`src/rtl/i2c_resp_pkg.sv`:
```
// Shared constants for the I2C slave responder: byte geometry, status
// codes posted with the event flag, and the responder state encoding.
package i2c_resp_pkg;
    localparam int BYTE_W = 8;
    localparam int ADR_W  = BYTE_W - 1;
    localparam int CNT_W  = $clog2(BYTE_W + 1);

    localparam logic [BYTE_W-1:0] ST_WR_ADR    = 8'h60;
    localparam logic [BYTE_W-1:0] ST_GC_ADR    = 8'h70;
    localparam logic [BYTE_W-1:0] ST_RX_ACK    = 8'h80;
    localparam logic [BYTE_W-1:0] ST_RX_NAK    = 8'h88;
    localparam logic [BYTE_W-1:0] ST_GC_RX_ACK = 8'h90;
    localparam logic [BYTE_W-1:0] ST_GC_RX_NAK = 8'h98;
    localparam logic [BYTE_W-1:0] ST_END       = 8'hA0;
    localparam logic [BYTE_W-1:0] ST_RD_ADR    = 8'hA8;
    localparam logic [BYTE_W-1:0] ST_TX_ACK    = 8'hB8;
    localparam logic [BYTE_W-1:0] ST_TX_NAK    = 8'hC0;
    localparam logic [BYTE_W-1:0] ST_TX_LAST   = 8'hC8;
    localparam logic [BYTE_W-1:0] ST_NONE      = 8'hF8;

    typedef enum logic [3:0] {
        S_IDLE,
        S_ADDR,
        S_ADR_ACK,
        S_RX,
        S_RX_ACK,
        S_TX_WAIT,
        S_TX,
        S_TX_ACK,
        S_IGNORE
    } rsp_state_t;
endpackage

```
`src/rtl/i2c_bus_sync.sv`:
```
// Bus line synchroniser and condition detector.
// Brings SCL and SDA into the clock domain through STAGES flops and keeps
// one more flop as the previous value. From those it flags SCL rising and
// falling edges and START/STOP conditions (SDA moving while SCL is high).
// Assumes the bus is much slower than clk, so one sample per level suffices.
module i2c_bus_sync #(
    parameter int STAGES = 2
) (
    input  logic clk,
    input  logic rst_n,
    input  logic scl_i,
    input  logic sda_i,
    output logic scl_s,
    output logic sda_s,
    output logic scl_rise,
    output logic scl_fall,
    output logic bus_start,
    output logic bus_stop
);
    logic [STAGES:0] scl_q;
    logic [STAGES:0] sda_q;
    logic            scl_p;
    logic            sda_p;

    // Shift both lines through the synchroniser chain; idle bus is high.
    always_ff @(posedge clk) begin
        if (!rst_n) begin
            scl_q <= '1;
            sda_q <= '1;
        end else begin
            scl_q <= {scl_q[STAGES-1:0], scl_i};
            sda_q <= {sda_q[STAGES-1:0], sda_i};
        end
    end

    assign scl_s = scl_q[STAGES-1];
    assign sda_s = sda_q[STAGES-1];
    assign scl_p = scl_q[STAGES];
    assign sda_p = sda_q[STAGES];

    // Decode clock edges and bus conditions from current and previous samples.
    always_comb begin
        scl_rise  = scl_s & ~scl_p;
        scl_fall  = ~scl_s & scl_p;
        bus_start = scl_s & scl_p & sda_p & ~sda_s;
        bus_stop  = scl_s & scl_p & ~sda_p & sda_s;
    end
endmodule

```
`src/rtl/i2c_slv_core.sv`:
```
// Slave protocol engine.
// Shifts the address byte, decides on a match, drives the acknowledge, and
// runs the receive and transmit byte paths. It also owns the event flag,
// status code and clock hold. Assumes single-cycle event strobes from the
// synchroniser and that SDA is only changed by the slave while SCL is low.
module i2c_slv_core
    import i2c_resp_pkg::*;
(
    input  logic              clk,
    input  logic              rst_n,
    input  logic              scl_s,
    input  logic              sda_s,
    input  logic              scl_rise,
    input  logic              scl_fall,
    input  logic              bus_start,
    input  logic              bus_stop,
    input  logic [ADR_W-1:0]  own_addr,
    input  logic              gc_en,
    input  logic              ack_en,
    input  logic [BYTE_W-1:0] tx_data,
    input  logic              tx_last,
    input  logic              flag_clr,
    output logic              irq_flag,
    output logic [BYTE_W-1:0] status,
    output logic [BYTE_W-1:0] rx_data,
    output logic              scl_oe,
    output logic              sda_oe
);
    rsp_state_t        state;
    logic [BYTE_W-1:0] sh;
    logic [CNT_W-1:0]  cnt;
    logic              gc_sess;
    logic              rd_q;
    logic              ack_q;
    logic              mack;
    logic              last_q;
    logic              hold;
    logic              addressed;
    logic              hit_own;
    logic              hit_gc;
    logic              post;
    logic              post_hold;
    logic [BYTE_W-1:0] post_code;

    // Match the shifted address against own address and general call.
    always_comb begin
        hit_own = ack_en && (sh[BYTE_W-1:1] == own_addr);
        hit_gc  = ack_en && gc_en && (sh == '0);
    end

    // Flag whether the slave currently takes part in a transfer.
    always_comb begin
        addressed = (state == S_ADR_ACK) || (state == S_RX) ||
                    (state == S_RX_ACK)  || (state == S_TX_WAIT) ||
                    (state == S_TX)      || (state == S_TX_ACK);
    end

    // Decide which event, if any, is reported this cycle.
    always_comb begin
        post      = 1'b0;
        post_hold = 1'b0;
        post_code = ST_NONE;
        if (bus_start || bus_stop) begin
            if (addressed) begin
                post      = 1'b1;
                post_code = ST_END;
            end
        end else if (scl_fall) begin
            case (state)
                S_ADR_ACK: begin
                    post      = 1'b1;
                    post_hold = 1'b1;
                    if (rd_q)
                        post_code = ST_RD_ADR;
                    else if (gc_sess)
                        post_code = ST_GC_ADR;
                    else
                        post_code = ST_WR_ADR;
                end
                S_RX_ACK: begin
                    post      = 1'b1;
                    post_hold = 1'b1;
                    if (gc_sess)
                        post_code = ack_q ? ST_GC_RX_ACK : ST_GC_RX_NAK;
                    else
                        post_code = ack_q ? ST_RX_ACK : ST_RX_NAK;
                end
                S_TX_ACK: begin
                    post      = 1'b1;
                    post_hold = 1'b1;
                    if (!mack)
                        post_code = ST_TX_NAK;
                    else if (last_q)
                        post_code = ST_TX_LAST;
                    else
                        post_code = ST_TX_ACK;
                end
                default: post = 1'b0;
            endcase
        end
    end

    // Event flag, status and clock hold; a new event beats a clear.
    always_ff @(posedge clk) begin
        if (!rst_n) begin
            irq_flag <= 1'b0;
            status   <= ST_NONE;
            hold     <= 1'b0;
        end else if (post) begin
            irq_flag <= 1'b1;
            status   <= post_code;
            hold     <= post_hold;
        end else if (flag_clr) begin
            irq_flag <= 1'b0;
            status   <= ST_NONE;
            hold     <= 1'b0;
        end
    end

    assign scl_oe = hold;

    // Capture the received byte when its ninth clock ends.
    always_ff @(posedge clk) begin
        if (!rst_n)
            rx_data <= '0;
        else if (state == S_RX_ACK && scl_fall && !bus_start && !bus_stop)
            rx_data <= sh;
    end

    // Main bit-level sequencer for address, receive and transmit phases.
    always_ff @(posedge clk) begin
        if (!rst_n) begin
            state   <= S_IDLE;
            sh      <= '0;
            cnt     <= '0;
            gc_sess <= 1'b0;
            rd_q    <= 1'b0;
            ack_q   <= 1'b0;
            mack    <= 1'b0;
            last_q  <= 1'b0;
            sda_oe  <= 1'b0;
        end else if (bus_start) begin
            state  <= S_ADDR;
            cnt    <= '0;
            sda_oe <= 1'b0;
        end else if (bus_stop) begin
            state  <= S_IDLE;
            sda_oe <= 1'b0;
        end else begin
            case (state)
                S_ADDR: begin
                    if (scl_rise && cnt != CNT_W'(BYTE_W)) begin
                        sh  <= {sh[BYTE_W-2:0], sda_s};
                        cnt <= cnt + 1'b1;
                    end else if (scl_fall && cnt == CNT_W'(BYTE_W)) begin
                        if (hit_own || hit_gc) begin
                            sda_oe  <= 1'b1;
                            gc_sess <= hit_gc;
                            rd_q    <= sh[0];
                            state   <= S_ADR_ACK;
                        end else begin
                            state <= S_IGNORE;
                        end
                    end
                end
                S_ADR_ACK: begin
                    if (scl_fall) begin
                        sda_oe <= 1'b0;
                        cnt    <= '0;
                        state  <= rd_q ? S_TX_WAIT : S_RX;
                    end
                end
                S_RX: begin
                    if (scl_rise && cnt != CNT_W'(BYTE_W)) begin
                        sh  <= {sh[BYTE_W-2:0], sda_s};
                        cnt <= cnt + 1'b1;
                    end else if (scl_fall && cnt == CNT_W'(BYTE_W)) begin
                        ack_q  <= ack_en;
                        sda_oe <= ack_en;
                        state  <= S_RX_ACK;
                    end
                end
                S_RX_ACK: begin
                    if (scl_fall) begin
                        sda_oe <= 1'b0;
                        cnt    <= '0;
                        state  <= ack_q ? S_RX : S_IGNORE;
                    end
                end
                S_TX_WAIT: begin
                    if (flag_clr && irq_flag) begin
                        sh     <= tx_data;
                        last_q <= tx_last;
                        sda_oe <= ~tx_data[BYTE_W-1];
                        cnt    <= '0;
                        state  <= S_TX;
                    end
                end
                S_TX: begin
                    if (scl_fall) begin
                        if (cnt == CNT_W'(BYTE_W - 1)) begin
                            sda_oe <= 1'b0;
                            state  <= S_TX_ACK;
                        end else begin
                            sh     <= {sh[BYTE_W-2:0], 1'b0};
                            sda_oe <= ~sh[BYTE_W-2];
                            cnt    <= cnt + 1'b1;
                        end
                    end
                end
                S_TX_ACK: begin
                    if (scl_rise)
                        mack <= ~sda_s;
                    else if (scl_fall)
                        state <= (mack && !last_q) ? S_TX_WAIT : S_IGNORE;
                end
                default: state <= state;
            endcase
        end
    end

    // the clock is only held while an event is pending.
    p_hold_needs_flag_r9: assert property (@(posedge clk) disable iff (!rst_n)
        scl_oe |-> irq_flag);

    // a posted event shows on the flag in the next cycle.
    p_post_sets_flag_r9: assert property (@(posedge clk) disable iff (!rst_n)
        post |=> irq_flag);

    // a clear without a competing event restores the idle status.
    p_clear_idles_status_r10: assert property (@(posedge clk) disable iff (!rst_n)
        (flag_clr && !post) |=> (status == ST_NONE && !scl_oe));

    // SDA is let go once a STOP is seen.
    p_stop_releases_sda_r8: assert property (@(posedge clk) disable iff (!rst_n)
        bus_stop |=> !sda_oe);

    // the slave starts pulling SDA only after SCL was low.
    p_drive_on_low_scl_r11: assert property (@(posedge clk) disable iff (!rst_n)
        $rose(sda_oe) |-> !$past(scl_s));

    // a skipped transfer never drives SDA.
    p_ignore_is_quiet_r4: assert property (@(posedge clk) disable iff (!rst_n)
        (state == S_IGNORE || state == S_IDLE) |-> !sda_oe);
endmodule

```
`src/rtl/i2c_slv_resp.sv`:
```
// Top level of the I2C slave responder.
// Splits the own-address configuration and connects the line synchroniser
// to the protocol engine. Assumes external open-drain pads: an *_oe output
// high means the pad pulls the line low.
module i2c_slv_resp
    import i2c_resp_pkg::*;
#(
    parameter int SYNC_STAGES = 2
) (
    input  logic              clk,
    input  logic              rst_n,
    input  logic              scl_i,
    input  logic              sda_i,
    output logic              scl_oe,
    output logic              sda_oe,
    input  logic [BYTE_W-1:0] own_cfg,
    input  logic              ack_en,
    input  logic [BYTE_W-1:0] tx_data,
    input  logic              tx_last,
    input  logic              flag_clr,
    output logic              irq_flag,
    output logic [BYTE_W-1:0] status,
    output logic [BYTE_W-1:0] rx_data
);
    logic scl_s;
    logic sda_s;
    logic scl_rise;
    logic scl_fall;
    logic bus_start;
    logic bus_stop;

    i2c_bus_sync #(
        .STAGES (SYNC_STAGES)
    ) u_sync (
        .clk       (clk),
        .rst_n     (rst_n),
        .scl_i     (scl_i),
        .sda_i     (sda_i),
        .scl_s     (scl_s),
        .sda_s     (sda_s),
        .scl_rise  (scl_rise),
        .scl_fall  (scl_fall),
        .bus_start (bus_start),
        .bus_stop  (bus_stop)
    );

    i2c_slv_core u_core (
        .clk       (clk),
        .rst_n     (rst_n),
        .scl_s     (scl_s),
        .sda_s     (sda_s),
        .scl_rise  (scl_rise),
        .scl_fall  (scl_fall),
        .bus_start (bus_start),
        .bus_stop  (bus_stop),
        .own_addr  (own_cfg[BYTE_W-1:1]),
        .gc_en     (own_cfg[0]),
        .ack_en    (ack_en),
        .tx_data   (tx_data),
        .tx_last   (tx_last),
        .flag_clr  (flag_clr),
        .irq_flag  (irq_flag),
        .status    (status),
        .rx_data   (rx_data),
        .scl_oe    (scl_oe),
        .sda_oe    (sda_oe)
    );
endmodule

```
`config.mk`:
```
export PLATFORM = sky130hd
export DESIGN_NAME = i2c_slv_resp
export DESIGN_NICKNAME = d
export VERILOG_FILES = /design/src/rtl/i2c_resp_pkg.sv /design/src/rtl/i2c_bus_sync.sv /design/src/rtl/i2c_slv_core.sv /design/src/rtl/i2c_slv_resp.sv
export SDC_FILE = /design/constraint.sdc
export NUM_CORES = 1
export LEC_CHECK = 0
export ABC_CLOCK_PERIOD_IN_PS = 2009
export BUFFER_PORTS_ARGS = -buffer_cell sky130_fd_sc_hd__buf_4
export CAP_MARGIN = 30
export CORE_MARGIN = 5
export CORE_UTILIZATION = 27
export CTS_BUF_LIST = sky130_fd_sc_hd__clkbuf_4
export CTS_CLUSTER_DIAMETER = 60
export DETAILED_ROUTE_END_ITERATION = 16
export PLACE_DENSITY_LB_ADDON = 0.05
export SYNTH_ARGS = -nofsm -noshare
export SYNTH_HDL_FRONTEND = slang
export SYNTH_SLANG_ARGS = --single-unit
```
`constraint.sdc`:
```
create_clock -name clk -period 2.01 [get_ports clk]
set_input_delay 0 -clock clk [delete_from_list [all_inputs] [get_ports clk]]
set_output_delay 0 -clock clk [all_outputs]
set_load 0.01 [all_outputs]
```
==> impl_results.md <==
- Crit end category: register
- Wire per inst: 15.5 um
- Layout fillers: 964
- Number of I/O pins: 42
- CTS Buf Count: 5
- Ys flop type: dfxtp_1
- Largest net degree at the start of global routing: 36
- Pint: 1.19 mW
- TritonCTS clock tree: built
- Cell Pwr Density: 489 mW/mm2
- Final setup violation count: 0
- Cell count after synthesis: 287
- Place WS: 0.150 ns
- Die Ht: 107 um
- Total routed wirelength: 7320 um
- DIE WIDTH: 107 um
- Leak pwr: 1.21 nW
- Psw: 0.383 mW
- Tightest Pin Transition: 0.655 ns
- Slew HR: 0.552
- Count of cell types in the netlist: 72
- Max frequency: 521 MHz
- RD Place Congestion: 0.783
- Placed cells: 458
- Fin util: 0.348
- Syn. warnings: 0
- Synthesis-to-finish area growth: 25.4%
- CP required: 2.30 ns
- Crit-path max FO: 8
- N_diodes: 0
- Number of global-route vias before repair: 2144
- Startpoint types: register
- Fraction of layout instances using a drive strength above 1: 0.262
- Net Sw Frac: 0.244
- Hold crit path type: in2reg
- CTS Sinks: 43
- WS Path Type: reg2reg
- Post-synth EDFFs: 0
- Commonest cells post-synth: dfxtp_1 (43), nand2_1 (32), mux2i_1 (21), nor2b_1 (16), o21ai_0 (14)
- Clock transition at path regs: 0.15 ns
- Outcome: finished, final reports clean
- Final std cells w/o fill: 473
- Total grt overflow: 0
- Port Buffer Count: 38
- Initial antenna violation count: 0
- # rows: 35
- Avg Inst Size Synth: 8.92 um2
- # H-tree levels: 2
- Setup bufs post-CTS: 0
- Synthesized flop and latch total: 43
- Initial Util: 0.277
- DP HPWL: 5550 um
- Clk root buf: clkbuf_4
- Final min period: 1.92 ns
- Clock power frac: 0.370
- Max cap viols: 0
- Worst-skew pair later-pin latency: 0.36 ns
- First DRT Iteration DRCs: 91
- # DRC: 0
- Sequential fraction of the synthesis area: 0.336
- Design Area, Final: 0.00321 mm2
- RSZ-0062 raised after global routing: true
- Global-route wire length before repair: 11800 um
- Top post-synthesis cells by area: dfxtp_1 (34%), mux2i_1 (8.2%), nand2_1 (4.7%), nor2b_1 (3.9%), mux2_2 (3.1%)
- Clock Skews: 0.00748 ns
- Final Hold Fails: 0
- Seq pwr share: 0.550
- Area fraction of the dominant cell type after synthesis: 0.336
- Detailed Routing Iterations Pass 1: 4
- Total number of vias: 2201
- Total die area: 0.0115 mm2
- Mapped cell area: 0.00256 mm2
- Fraction of registers with async set/reset: 0
- Routed Antenna Nets: 0
- Clock Path Buffers: 2
- Total GRT Usage: 0.128
- VDD IR-drop max: 0.222 mV
- Core area: 0.00924 mm2
- Area after DPL: 0.00306 mm2
- Number of vias per cell: 4.65
- Max-slew violation count: 0
- PnR Total Power: 1.57 mW
- Layout net count: 368
- Most common cell in the synthesized netlist: dfxtp_1
- Combinational fraction of design power: 0.080
- Synth area leader: dfxtp_1
- Fin worst setup slack: 0.0915 ns
- Fin crit share: 0.954
- Critical Path AT: 2.21 ns
==> state kept, by name (all words and copies together), names as in the netlist <==
| register | count |
|---|---|
| u_core.rx_data | 8 |
| u_core.sh | 8 |
| u_core.status | 5 |
| u_core.cnt | 4 |
| u_core.state | 4 |
| u_sync.scl_q | 3 |
| u_sync.sda_q | 3 |
| u_core.ack_q | 1 |
| u_core.gc_sess | 1 |
| u_core.irq_flag | 1 |
| u_core.last_q | 1 |
| u_core.mack | 1 |
| u_core.rd_q | 1 |
| u_core.scl_oe | 1 |
| u_core.sda_oe | 1 |
==> power groups by stage <==
stage          clock (mW)  sequential [mW]  combinational, mW
6_report            0.580            0.863              0.126
5_1_grt             0.643            0.865              0.137
4_1_cts             0.615            0.864              0.128
3_5_place_dp            0            0.882              0.117
3_3_place_gp            0            0.882              0.117
2_1_floorplan           0            0.880             0.0652
==> cell families (layout without fill, tap and decap cells) <==
family                     Yosys count  count (layout)  synth area share
muxes                               28              28             0.113
xor gates and xnor gates             9               9            0.0308
buffers and inverters               26              81            0.0523
AOI/OAI and AO/OA                   64              64             0.182
other                                1               3           0.00146
adders and majority gates            3               3            0.0151
DFF                                 43              43             0.336
and+or+nand+nor                    113             113             0.269
==> routing by layer <==
layer,global-route usage,part of all wire,vias up
li1,-,-,1141
met1,0.189,0.51,1016
met2,0.193,0.45,38
met3,0.0222,0.029,6
met4,0.0307,0.014,0
met5,0,0,-
==> per-stage QoR <==
step	setup TNS (ns)	hold WS, ns
2_1_floorplan	0	0.101
3_3_place_gp	0	0.187
3_5_place_dp	0	0.186
4_1_cts	0	0.0108
5_1_grt	-0.0102	0.0395
6_report	0	0.0333
==> layout make-up <==
| type | count | area (um2) | area share |
|---|---|---|---|
| clock buffer | 5 | 37.5 | 0.0117 |
| inverter | 8 | 30.0 | 0.00935 |
| sequential | 43 | 861 | 0.268 |
| timing repair buffer | 65 | 505 | 0.157 |
| tap | 129 | 161 | 0.0503 |
| multi-input combinational | 220 | 1570 | 0.490 |
| clock inverter | 3 | 42.5 | 0.0132 |
==> final timing paths <==
path | startpoint | end | slack [ns] | cells after the start
worst max-delay path | u_core.state[1] | u_core.state[2] | 0.09 | 6
worst min-delay path | tx_data[5] | u_core.sh[5] | 0.03 | 4
worst max register to register | u_core.state[1] | u_core.state[2] | 0.09 | 6
worst min register to register | u_sync.scl_q[0] | u_sync.scl_q[1] | 0.43 | 1
==> critical path, cell delays in order, from the launching register on <==
cell	delay [ns]
dfxtp_1	0.45
buf_4	0.22
inv_1	0.17
nor3_1	0.11
a2111oi_0	0.63
nand3_1	0.15
a21oi_1	0.14
==> placed cells by master, fill, tap and decap left out, types with 6 or more instances in the layout <==
cell and instances:
mux2i_1 21, nand2b_1 10, inv_1 7, dlygate4sd3_1 7, nand2_1 32, mux2_2 7, dfxtp_1 43, xnor2_1 9
nor2_1 10, o21ai_0 14, a21oi_1 11, buf_4 58, nand3_1 6, nor2b_1 16
==> repair_timing <==
action	in CTS	in global routing
resized for setup	0	0
hold buffers	7	0
setup endpoints to repair	0	1
endpoints found under the hold margin	13	0
Power figures use the tool's default switching activity.
